--- config.mk ---
export PLATFORM = sky130hd
export DESIGN_NAME = i2c_cmd_slave
export DESIGN_NICKNAME = d
export VERILOG_FILES = /design/src/rtl/i2c_cmd_slave.sv
export SDC_FILE = /design/constraint.sdc
export NUM_CORES = 1
export LEC_CHECK = 0
export CORE_UTILIZATION = 60
export CTS_CLUSTER_DIAMETER = 200
export DETAILED_ROUTE_END_ITERATION = 6
export GPL_TIMING_DRIVEN = 0
export PLACE_DENSITY = 0.9
export SETUP_SLACK_MARGIN = 0.5
export SKIP_CTS_REPAIR_TIMING = 1
export SLEW_MARGIN = 40
export SYNTH_ARGS = -nofsm -noshare
export SYNTH_HDL_FRONTEND = slang
export SYNTH_SLANG_ARGS = --single-unit
--- constraint.sdc ---
create_clock -name clk -period 2.7 [get_ports clk]
set_input_delay 0.54 -clock clk [delete_from_list [all_inputs] [get_ports clk]]
set_output_delay 0.54 -clock clk [all_outputs]
set_load 0.02 [all_outputs]
--- src/rtl/i2c_cmd_slave.sv ---
module i2c_cmd_slave #(
  parameter int         SAMPLE_DIV = 7,
  parameter logic [3:0] ADDR_HI    = 4'b0110
) (
  input  logic       clk,
  input  logic       rst_n,
  input  logic       scl_i,
  input  logic       sda_i,
  output logic       sda_oe,
  input  logic [2:0] dev_id,
  output logic       byte_valid,
  output logic [7:0] byte_data,
  output logic       is_cmd,
  output logic       rd_req,
  input  logic [7:0] rd_data
);
  localparam int DIV_W = (SAMPLE_DIV > 1) ? $clog2(SAMPLE_DIV) : 1;

  typedef enum logic [2:0] {S_IDLE, S_ADDR, S_AACK, S_WBYTE, S_WACK, S_RBYTE, S_RACK} st_t;

  function automatic logic maj3(input logic [2:0] h);
    return (h[0] & h[1]) | (h[1] & h[2]) | (h[0] & h[2]);
  endfunction

  logic [1:0]       scl_s, sda_s;
  logic [2:0]       scl_h, sda_h;
  logic [DIV_W-1:0] div_q;
  logic             scl_f, sda_f, scl_q, sda_q;

  wire tick      = (div_q == DIV_W'(SAMPLE_DIV - 1));
  wire scl_rise  = scl_f & ~scl_q;
  wire scl_fall  = ~scl_f & scl_q;
  wire start_det = scl_f & scl_q & sda_q & ~sda_f;
  wire stop_det  = scl_f & scl_q & ~sda_q & sda_f;

  always_ff @(posedge clk or negedge rst_n) begin
    if (!rst_n) begin
      scl_s <= 2'b11;  sda_s <= 2'b11;
      scl_h <= 3'b111; sda_h <= 3'b111;
      div_q <= '0;
      scl_f <= 1'b1;   sda_f <= 1'b1;
      scl_q <= 1'b1;   sda_q <= 1'b1;
    end else begin
      scl_s <= {scl_s[0], scl_i};
      sda_s <= {sda_s[0], sda_i};
      div_q <= tick ? '0 : div_q + 1'b1;
      if (tick) begin
        scl_h <= {scl_h[1:0], scl_s[1]};
        sda_h <= {sda_h[1:0], sda_s[1]};
      end
      scl_f <= maj3(scl_h);
      sda_f <= maj3(sda_h);
      scl_q <= scl_f;
      sda_q <= sda_f;
    end
  end

  st_t        st;
  logic [3:0] cnt;
  logic [7:0] sh;
  logic       rw, first, rd_wait, m_ack;

  always_ff @(posedge clk or negedge rst_n) begin
    if (!rst_n) begin
      st <= S_IDLE; cnt <= '0; sh <= '0;
      rw <= 1'b0; first <= 1'b0; rd_wait <= 1'b0; m_ack <= 1'b0;
      sda_oe <= 1'b0; byte_valid <= 1'b0; byte_data <= '0;
      is_cmd <= 1'b0; rd_req <= 1'b0;
    end else begin
      byte_valid <= 1'b0;
      rd_req     <= 1'b0;
      rd_wait    <= rd_req;
      if (rd_wait) sh <= rd_data;
      if (start_det) begin
        st <= S_ADDR; cnt <= '0; sda_oe <= 1'b0;
      end else if (stop_det) begin
        st <= S_IDLE; sda_oe <= 1'b0;
      end else begin
        case (st)
          S_ADDR, S_WBYTE: begin
            if (scl_rise && cnt < 4'd8) begin
              sh  <= {sh[6:0], sda_f};
              cnt <= cnt + 4'd1;
            end else if (scl_fall && cnt == 4'd8) begin
              if (st == S_ADDR) begin
                if (sh[7:1] == {ADDR_HI, dev_id}) begin
                  st <= S_AACK; sda_oe <= 1'b1;
                  rw <= sh[0];  first <= 1'b1;
                  if (sh[0]) rd_req <= 1'b1;
                end else begin
                  st <= S_IDLE;
                end
              end else begin
                byte_valid <= 1'b1; byte_data <= sh; is_cmd <= first;
                first <= 1'b0; st <= S_WACK; sda_oe <= 1'b1;
              end
            end
          end
          S_AACK: if (scl_fall) begin
            cnt <= '0;
            if (rw) begin st <= S_RBYTE; sda_oe <= ~sh[7]; end
            else    begin st <= S_WBYTE; sda_oe <= 1'b0;   end
          end
          S_WACK: if (scl_fall) begin
            st <= S_WBYTE; cnt <= '0; sda_oe <= 1'b0;
          end
          S_RBYTE: if (scl_fall) begin
            if (cnt == 4'd7) begin
              st <= S_RACK; sda_oe <= 1'b0; m_ack <= 1'b0;
            end else begin
              sh <= {sh[6:0], 1'b0}; sda_oe <= ~sh[6]; cnt <= cnt + 4'd1;
            end
          end
          S_RACK: begin
            if (scl_rise) begin
              m_ack <= ~sda_f;
              if (!sda_f) rd_req <= 1'b1;
            end else if (scl_fall) begin
              if (m_ack) begin st <= S_RBYTE; cnt <= '0; sda_oe <= ~sh[7]; end
              else st <= S_IDLE;
            end
          end
          default: ;
        endcase
      end
    end
  end
endmodule

### Word level (Yosys, flattened, before mapping)

Index checks and enable logic that the tools add are counted.

| word-level totals | value |
|---|---|
| register bits | 48 |
| input bits | 15 |

| cells by class | value |
|---|---|
| add/subtract/negate cells | 2 |
| order comparisons | 1 |
| equality and inequality tests | 32 |
| multiplexer cells | 69 |
| bitwise gates (word level) | 27 |
| reduce and logical (&&, ||, !) cells | 14 |

Operator list:

| operator | number |
|---|---|
| $mux W8 | 6 |
| $mux W3 | 14 |
| $mux W4 | 9 |
| $ne A4 B4 Y1 const B | 9 |
| $mux W1 | 33 |
| $ne A3 B3 Y1 const B | 6 |
| $reduce_and A6 Y1 | 3 |
| $reduce_and A9 Y1 | 2 |
| $pmux W4 S4 | 1 |
| $pmux W8 S2 | 1 |
| $pmux W3 S5 | 1 |
| $and A1 B1 Y1 | 13 |
| $eq A3 B3 Y1 const B | 4 |
| $not A1 Y1 | 10 |
| $reduce_and A10 Y1 | 1 |
| $ne A2 B2 Y1 const B | 4 |
| $eq A7 B6 Y1 | 1 |
| $reduce_and A7 Y1 | 1 |
| $reduce_bool A7 Y1 | 1 |
| $eq A3 B2 Y1 const B | 2 |
| $ne A5 B5 Y1 const B | 1 |
| $pmux W1 S5 | 1 |
| $reduce_bool A5 Y1 | 1 |
| $add A4 B1 Y4 const B | 1 |
| 13 further kinds | 19 |

### Longest topological paths before layout

Gate-level depths: netlist (run 1).

| depth | value |
|---|---|
| depth in word-level cells | 8 |
| depth in mapped cells | 6 |
| mapped depth without buffers | 6 |

### Least setup slack after synthesis (run 1)

Ideal clock, no wire load.

| path | value |
|---|---|
| path type | register to register |
| start point | reg cnt[0] |
| end point | reg sh[1] |
| setup time | 0.079 ns |
| arrival time | 1.696 ns |
| setup slack | 0.925 ns |
| cell stages (with the launch flop) | 7 |
| cell sequence | dfrtp_1 -> ha_1 -> and3b_1 -> o32a_1 -> nor3_2 -> buf_6 -> mux2i_1 |

| between the ends | value |
|---|---|
| word-level cells in the longest chain between the ends | 6 |

RTL lines:

| what | RTL line | text |
|---|---|---|
| start: declaration | 59 | `logic [3:0] cnt;` |
| start signal: assignment | 83 | `cnt <= cnt + 4'd1;` |
| start signal: assignment | 111 | `sh <= {sh[6:0], 1'b0}; sda_oe <= ~sh[6]; cnt <= cnt + 4'd1;` |
| $lt A4 B4 Y1 / $eq A4 B3 Y1 (equally long branches) | 81, 108 |  |
| $logic_and A1 B1 Y1 / $mux W8 (equally long branches) | 81, 108 |  |
| $mux W8 (on tied branches) | 81, 107 |  |
| $pmux W8 S2 (*) | 79 | `case (st)` |
| $mux W8 (*) | 76 | `end else if (stop_det) begin` |
| $mux W8 (*) | 74 | `if (start_det) begin` |
| end signal: assignment | 73 | `if (rd_wait) sh <= rd_data;` |
| end signal: assignment | 82 | `sh <= {sh[6:0], sda_f};` |
| end signal: assignment | 111 |  |
| end: declaration | 60 | `logic [7:0] sh;` |

Every way passes the cells marked *; elsewhere a longest branch is shown, timed or not.
A chain may end at the register's enable or synchronous reset.

### Final worst setup path (run 1)

| path | value |
|---|---|
| start point | reg scl_f |
| end point | reg cnt[2] |

| between the ends | value |
|---|---|
| word-level cells in the longest chain between the ends | 5 |

RTL lines:

| what | RTL line | text |
|---|---|---|
| start: declaration | 28 | `logic scl_f, sda_f, scl_q, sda_q;` |
| start signal: assignment | 51 | `scl_f <= maj3(scl_h);` |
| $and A1 B1 Y1 | 33, 34 |  |
| $and A1 B1 Y1 (on tied branches) (2 in series) | 33, 34 |  |
| $ne A3 B3 Y1 (no line), or another cell as far along | - |  |
| $reduce_and A9 Y1 (no line) | - |  |

Parallel ways exist; a longest one is shown, timed or not.

==> results_dict.tcl, run 1 <==
set metrics [dict create \
    area_delta_synth_final_pct 18.7 \
    comb_power_share_pct 34.3 \
    wl_per_cell_um 17.1 \
    fin_cells 274 \
    drive_gt1_share_pct 19.9 \
    power_density_mw_per_mm2 783 \
    synth_nets 208 \
    track_usage_pct 24.9 \
    ys_warn_count 0 \
    tritoncts "yes" \
    max-slew-margin-rel_pct 60.9 \
    reg2reg_depth 4 \
    rrSetupSlack_ns 0.62 \
    synth.avg_cell_area_um2 12.3 \
    status "complete, no violations" \
    synth_area_leaders "dfrtp_1 (36%), dfstp_2 (16%), mux2i_1 (7.7%)" \
    htree_levels 2 \
    seqPwrFrac_pct 44.3 \
    path_class "reg -> reg" \
    seq_area_frac_synth_pct 51.8 \
    synth_top_family_by_area "multiplexers" \
    ys_top_cells_by_count "dfrtp_1 (34), mux2i_1 (18), dfstp_2 (14)" \
    gp_congestion 0.964 \
    swShare_pct 34.7 \
    cts_buffers 5 \
    grt-ovfl-total 0 \
    antenna_cells 0 \
    synth_mux_area_share_pct 15.8 \
    synth_simple_gate_area_share_pct 14.1 \
    ys_ff_latch 48 \
    synth_cell_types 58 \
    min_path_type "in -> async" \
    syn_area_mm2 0.00235 \
    nNetsFinal 242 \
    dp_hpwl_um 3420 \
    yosysTopAreaCell "dfrtp_1" \
    yosysTopAreaCellShare_pct 36.1 \
    netlist_instances 191 \
    synth_adder_area_share_pct 1.91 \
    ant_nets 0 \
    place_inst 266 \
    timing.final.crit_share_pct 77.2 \
    required_ns 2.89 \
    grt_max_degree 29 \
    clk_latency_ns 0.30 \
    p_int_mw 1.43 \
    ir_drop_mv 0.517 \
    start_kind "register" \
    p_leak_nw 1.22 \
    final.setup_skew_ns 0.0111 \
    worst_pin_slew_ns 0.585 \
    rr_endpoint "cnt[2]" \
    synthArstFlopShare_pct 100 \
    clockBufferDepth 2 \
    cts.clk_slew.worst_paths_ns 0.09 \
    fp.dieW_um 64.6 \
    yosysMostFrequentCell "dfrtp_1" \
    io_pins 27 \
    timing.rr.start "scl_f" \
    hold_viol_final 0 \
    slew_viol_final 0 \
    ys.flop_type "dfrtp_1" \
    synth_compound_area_share_pct 11.2 \
    drt-initial-drc-count 137 \
    end_kind "register" \
    antenna_found_initial 0 \
    vias 1672 \
    clock_sink_count 48 \
    drcViolationCount 0 \
    grt_pass1_wl_um 7770 \
    period_needed_ns 2.08 \
    coreArea_mm2 0.00372 \
    first_pass_iters 4 \
    clock-root-buffer "clkbuf_8" \
    grt_pass1_vias 1676 \
    cap_violations 0 \
    num_rows 22 \
    initial_core_util_pct 63.4 \
    p_switching_mw 0.759 \
    setup_tns_ns 0 \
    finalSetupViolCount 0 \
    cp_max_fo 9 \
    clkPwrFrac_pct 21.4 \
    port-buffer-count 26 \
    fmax_mhz 480 \
    rsz0062_at_grt "false" \
    avgViaCountPerCell 6.10 \
    routed_wl_um 4670 \
    die_h_um 64.6 \
    die-area_mm2 0.00418 \
    worst_ep_arrival_time_ns 2.27 \
    synth-xor-area-share_pct 1.86 \
    synth_edf_count 0 \
]
[worst max-delay path by stage]
stage / from / endpoint / slack [ns] / depth (start not counted)
2_1_floorplan: cnt[0] / sh[1] / 0.92 / 6
3_3_place_gp: rst_n / div_q[2] / -0.1 / 1
3_5_place_dp: dev_id[0] / rw / 0.66 / 5
4_1_cts: scl_f / cnt[2] / 0.67 / 4
5_1_grt: scl_f / cnt[2] / 0.58 / 4
6_report: scl_f / cnt[2] / 0.62 / 4
[cell families (layout without fill, tap and decap cells)]
kind of cell               Yosys count  in the layout
and+or+nand+nor                     53             53
buffers and inverters               12             47
muxes                               35             35
xor gates and xnor gates             5              5
DFF                                 48             48
AOI/OAI and AO/OA                   34             34
adders and majority gates            4              4
[flip-flops by register name (all words and copies together), names as in the netlist, 2 cells and up]
signal and cells:
scl_s 2, div_q 3, sda_h 3, cnt 4, st 3, scl_h 3
byte_data 8, sda_s 2, sh 8
[power by group through the flow]
stage | sequential, mW | combinational [mW] | clock (mW)
after floorplan | 0.951 | 0.557 | 0
after global placement | 0.971 | 0.703 | 0
after detailed placement | 0.980 | 0.733 | 0
after CTS | 0.967 | 0.744 | 0.477
after global routing | 0.988 | 0.807 | 0.506
final | 0.969 | 0.752 | 0.467
[layout make-up]
type | count | area, µm²
fill | 244 | 921
clock inverter | 1 | 5.00
multi-input combinational | 131 | 1060
buffer | 7 | 60.1
timing repair buffer | 27 | 278
clock buffer | 7 | 97.6
inverter | 5 | 18.8
tap | 48 | 60.1
sequential | 48 | 1220
[placed cells by master (no fill, tap or decap), drive strengths merged, types with 3 or more instances in the layout]
master         netlist  routed
buf                  5       7
o211ai               3       3
o21ai                4       4
nand2b               4       4
nand3                3       3
mux2i               18      18
xor2                 4       4
dfrtp               34      34
mux2                17      17
o22ai                3       3
clkbuf               2       9
nor2                 6       6
dfstp               14      14
nor2b                4       4
clkdlybuf4s50        0      25
nand4                4       4
nor4                 3       3
inv                  5       5
a41o                 3       3
and3                 3       3
nand3b               4       4
nand2               11      11
[routing by layer]
metal / track usage [%] / vias up / part of all wire, %
met1: 31.6 / 823 / 44
met4: 8.33 / 0 / 2.4
met3: 6.16 / 13 / 4.3
li1: - / 782 / -
met5: 0 / - / 0
met2: 41.7 / 54 / 49
[critical path, cell delays in order, from the launching register on]
cell and delay [ns]:
dfstp_2 0.60, or3b_1 0.44, a32oi_1 0.30, a31oi_1 0.24, a221o_1 0.40
[per-stage QoR]
stage / setup WS, ns / power [mW] / instance area, µm² / util, % / hold WS [ns]
6_report: 0.615 / 2.19 / 2800 / 75.2 / 0.108
4_1_cts: 0.671 / 2.19 / 2800 / 75.2 / 0.112
2_1_floorplan: 0.925 / 1.51 / 2350 / - / 0.244
3_3_place_gp: -0.0960 / 1.67 / 2680 / 72.0 / 0.348
5_1_grt: 0.575 / 2.30 / 2800 / 75.2 / 0.114
3_5_place_dp: 0.657 / 1.71 / 2690 / 72.5 / 0.353
Note: power is estimated with default switching activity, not from simulation.
==> inputs of run 2 (changes only) <==
- CORE_UTILIZATION: 60 -> 55
- PLACE_DENSITY: 0.9 -> 0.83
- clock period: 2.7 -> 2 ns (I/O delays scaled with it)
==> results_dict.tcl, run 2 (synthesis results as in run 1) <==
set metrics [dict create \
    clock_sink_count 48 \
    hold_viol_final 0 \
    postLayoutCoreUtil_pct 75.0 \
    final_cell_mix "dfrtp_1 (34), mux2i_1 (18), dfstp_2 (14)" \
    io_pins 27 \
    cts.clk_slew.worst_paths_ns 0.09 \
    die_h_um 67.4 \
    p_int_mw 2.20 \
    cts_buffers 5 \
    status "complete, no violations" \
    rsz0062_at_grt "true" \
    min_path_type "reg -> reg" \
    max-slew-margin-rel_pct 63.3 \
    vias 1738 \
    worst_ep_arrival_time_ns 2.11 \
    finalSetupViolCount 0 \
    die-area_mm2 0.00455 \
    area_delta_synth_final_pct 29.2 \
    initial_core_util_pct 58.0 \
    drt-initial-drc-count 109 \
    port-buffer-count 26 \
    slew_viol_final 0 \
    swShare_pct 35.3 \
    nNetsFinal 249 \
    drcViolationCount 0 \
    dp_hpwl_um 3280 \
    num_rows 23 \
    avgViaCountPerCell 6.14 \
    antenna_cells 0 \
    grt_max_degree 26 \
    seqPwrFrac_pct 38.9 \
    wl_per_cell_um 18.8 \
    required_ns 2.24 \
    comb_power_share_pct 36.3 \
    grt_pass1_vias 1575 \
    grt_pass1_wl_um 7510 \
    first_pass_iters 4 \
    clock-root-buffer "clkbuf_8" \
    path_class "reg -> reg" \
    ant_nets 0 \
    ir_drop_mv 0.616 \
    tritoncts "yes" \
    final.setup_skew_ns 0.00720 \
    reg_top3 "byte_data: 8 flops, sh: 8 flops, cnt: 4 flops" \
    place_inst 268 \
    gp_congestion 0.880 \
    cp_max_fo 10 \
    fmax_mhz 536 \
    timing.final.crit_share_pct 93.3 \
    clk_latency_ns 0.31 \
    track_usage_pct 23.0 \
    routed_wl_um 5310 \
    coreArea_mm2 0.00406 \
    fp.dieW_um 67.4 \
    cap_violations 0 \
    num-fill-cells 250 \
    p_leak_nw 1.52 \
    p_switching_mw 1.20 \
    fin_cells 283 \
    htree_levels 2 \
    period_needed_ns 1.87 \
    clkPwrFrac_pct 24.8 \
    start_kind "register" \
    whs_ns 0.363 \
    layout_commonest_cell "dfrtp_1" \
    worst_pin_slew_ns 0.550 \
    drive_gt1_share_pct 28.8 \
    p_total_mw 3.40 \
    grt-ovfl-total 0 \
    clockBufferDepth 2 \
    power_density_mw_per_mm2 1120 \
    antenna_found_initial 0 \
    end_kind "register" \
]
## run 2: worst max-delay path, cell delays in order, from the launching register on
cell and delay, ns:
dfrtp_1 0.43, ha_2 0.21, and3b_1 0.20, o32a_1 0.38
nor3_2 0.18, buf_6 0.20, mux2i_1 0.20
## run 2: layer usage
layer / GRT usage (%) / vias to the layer above / wire (µm)
met2: 37.1 / 55 / 2710
met4: 9.04 / 0 / 129
met5: 0 / - / 0
met3: 6.59 / 16 / 217
met1: 29.1 / 874 / 2260
li1: - / 793 / -
## run 2: power groups by stage
stage	sequential, mW	clock [mW]	combinational (mW)
floorplan	1.28	0	0.765
global placement	1.32	0	0.995
detailed placement	1.33	0	1.01
CTS	1.31	0.855	1.01
global route	1.34	0.894	1.34
finish	1.32	0.843	1.23
## run 2: metrics by stage
step,instance area (µm²),setup WS [ns],setup TNS (ns)
2_1_floorplan,2370,0.296,0
3_3_place_gp,2690,-0.744,-29.03
4_1_cts,2850,0.0663,0
5_1_grt,3040,0.0571,0
6_report,3040,0.133,0
3_5_place_dp,2710,-0.00979,-0.00979
## run 2: area by class of cell
cell class	instances	area [µm²]	area share, %
Buffer	7	61.3	2.02
Timing Repair Buffer	34	369	12.1
Multi-Input combinational cell	131	1170	38.6
Inverter	5	18.8	0.617
Clock inverter	3	68.8	2.26
Clock buffer	5	68.8	2.26
Tap cell	50	62.6	2.06
Sequential cell	48	1220	40.1
## run 2: path summary, 6_finish.rpt
| check | start | cells after the start | end | slack (ns) |
|---|---|---|---|---|
| max | cnt[1] | 6 | sh[1] | 0.13 |
| max in group asynchronous | rst_n | 3 | rd_wait | 1.05 |
| min in group asynchronous | rst_n | 2 | cnt[1] | 0.52 |
| min reg2reg | scl_s[0] | 0 | scl_s[1] | 0.36 |
| min | scl_s[0] | 0 | scl_s[1] | 0.36 |
| max reg2reg | cnt[1] | 6 | sh[1] | 0.13 |
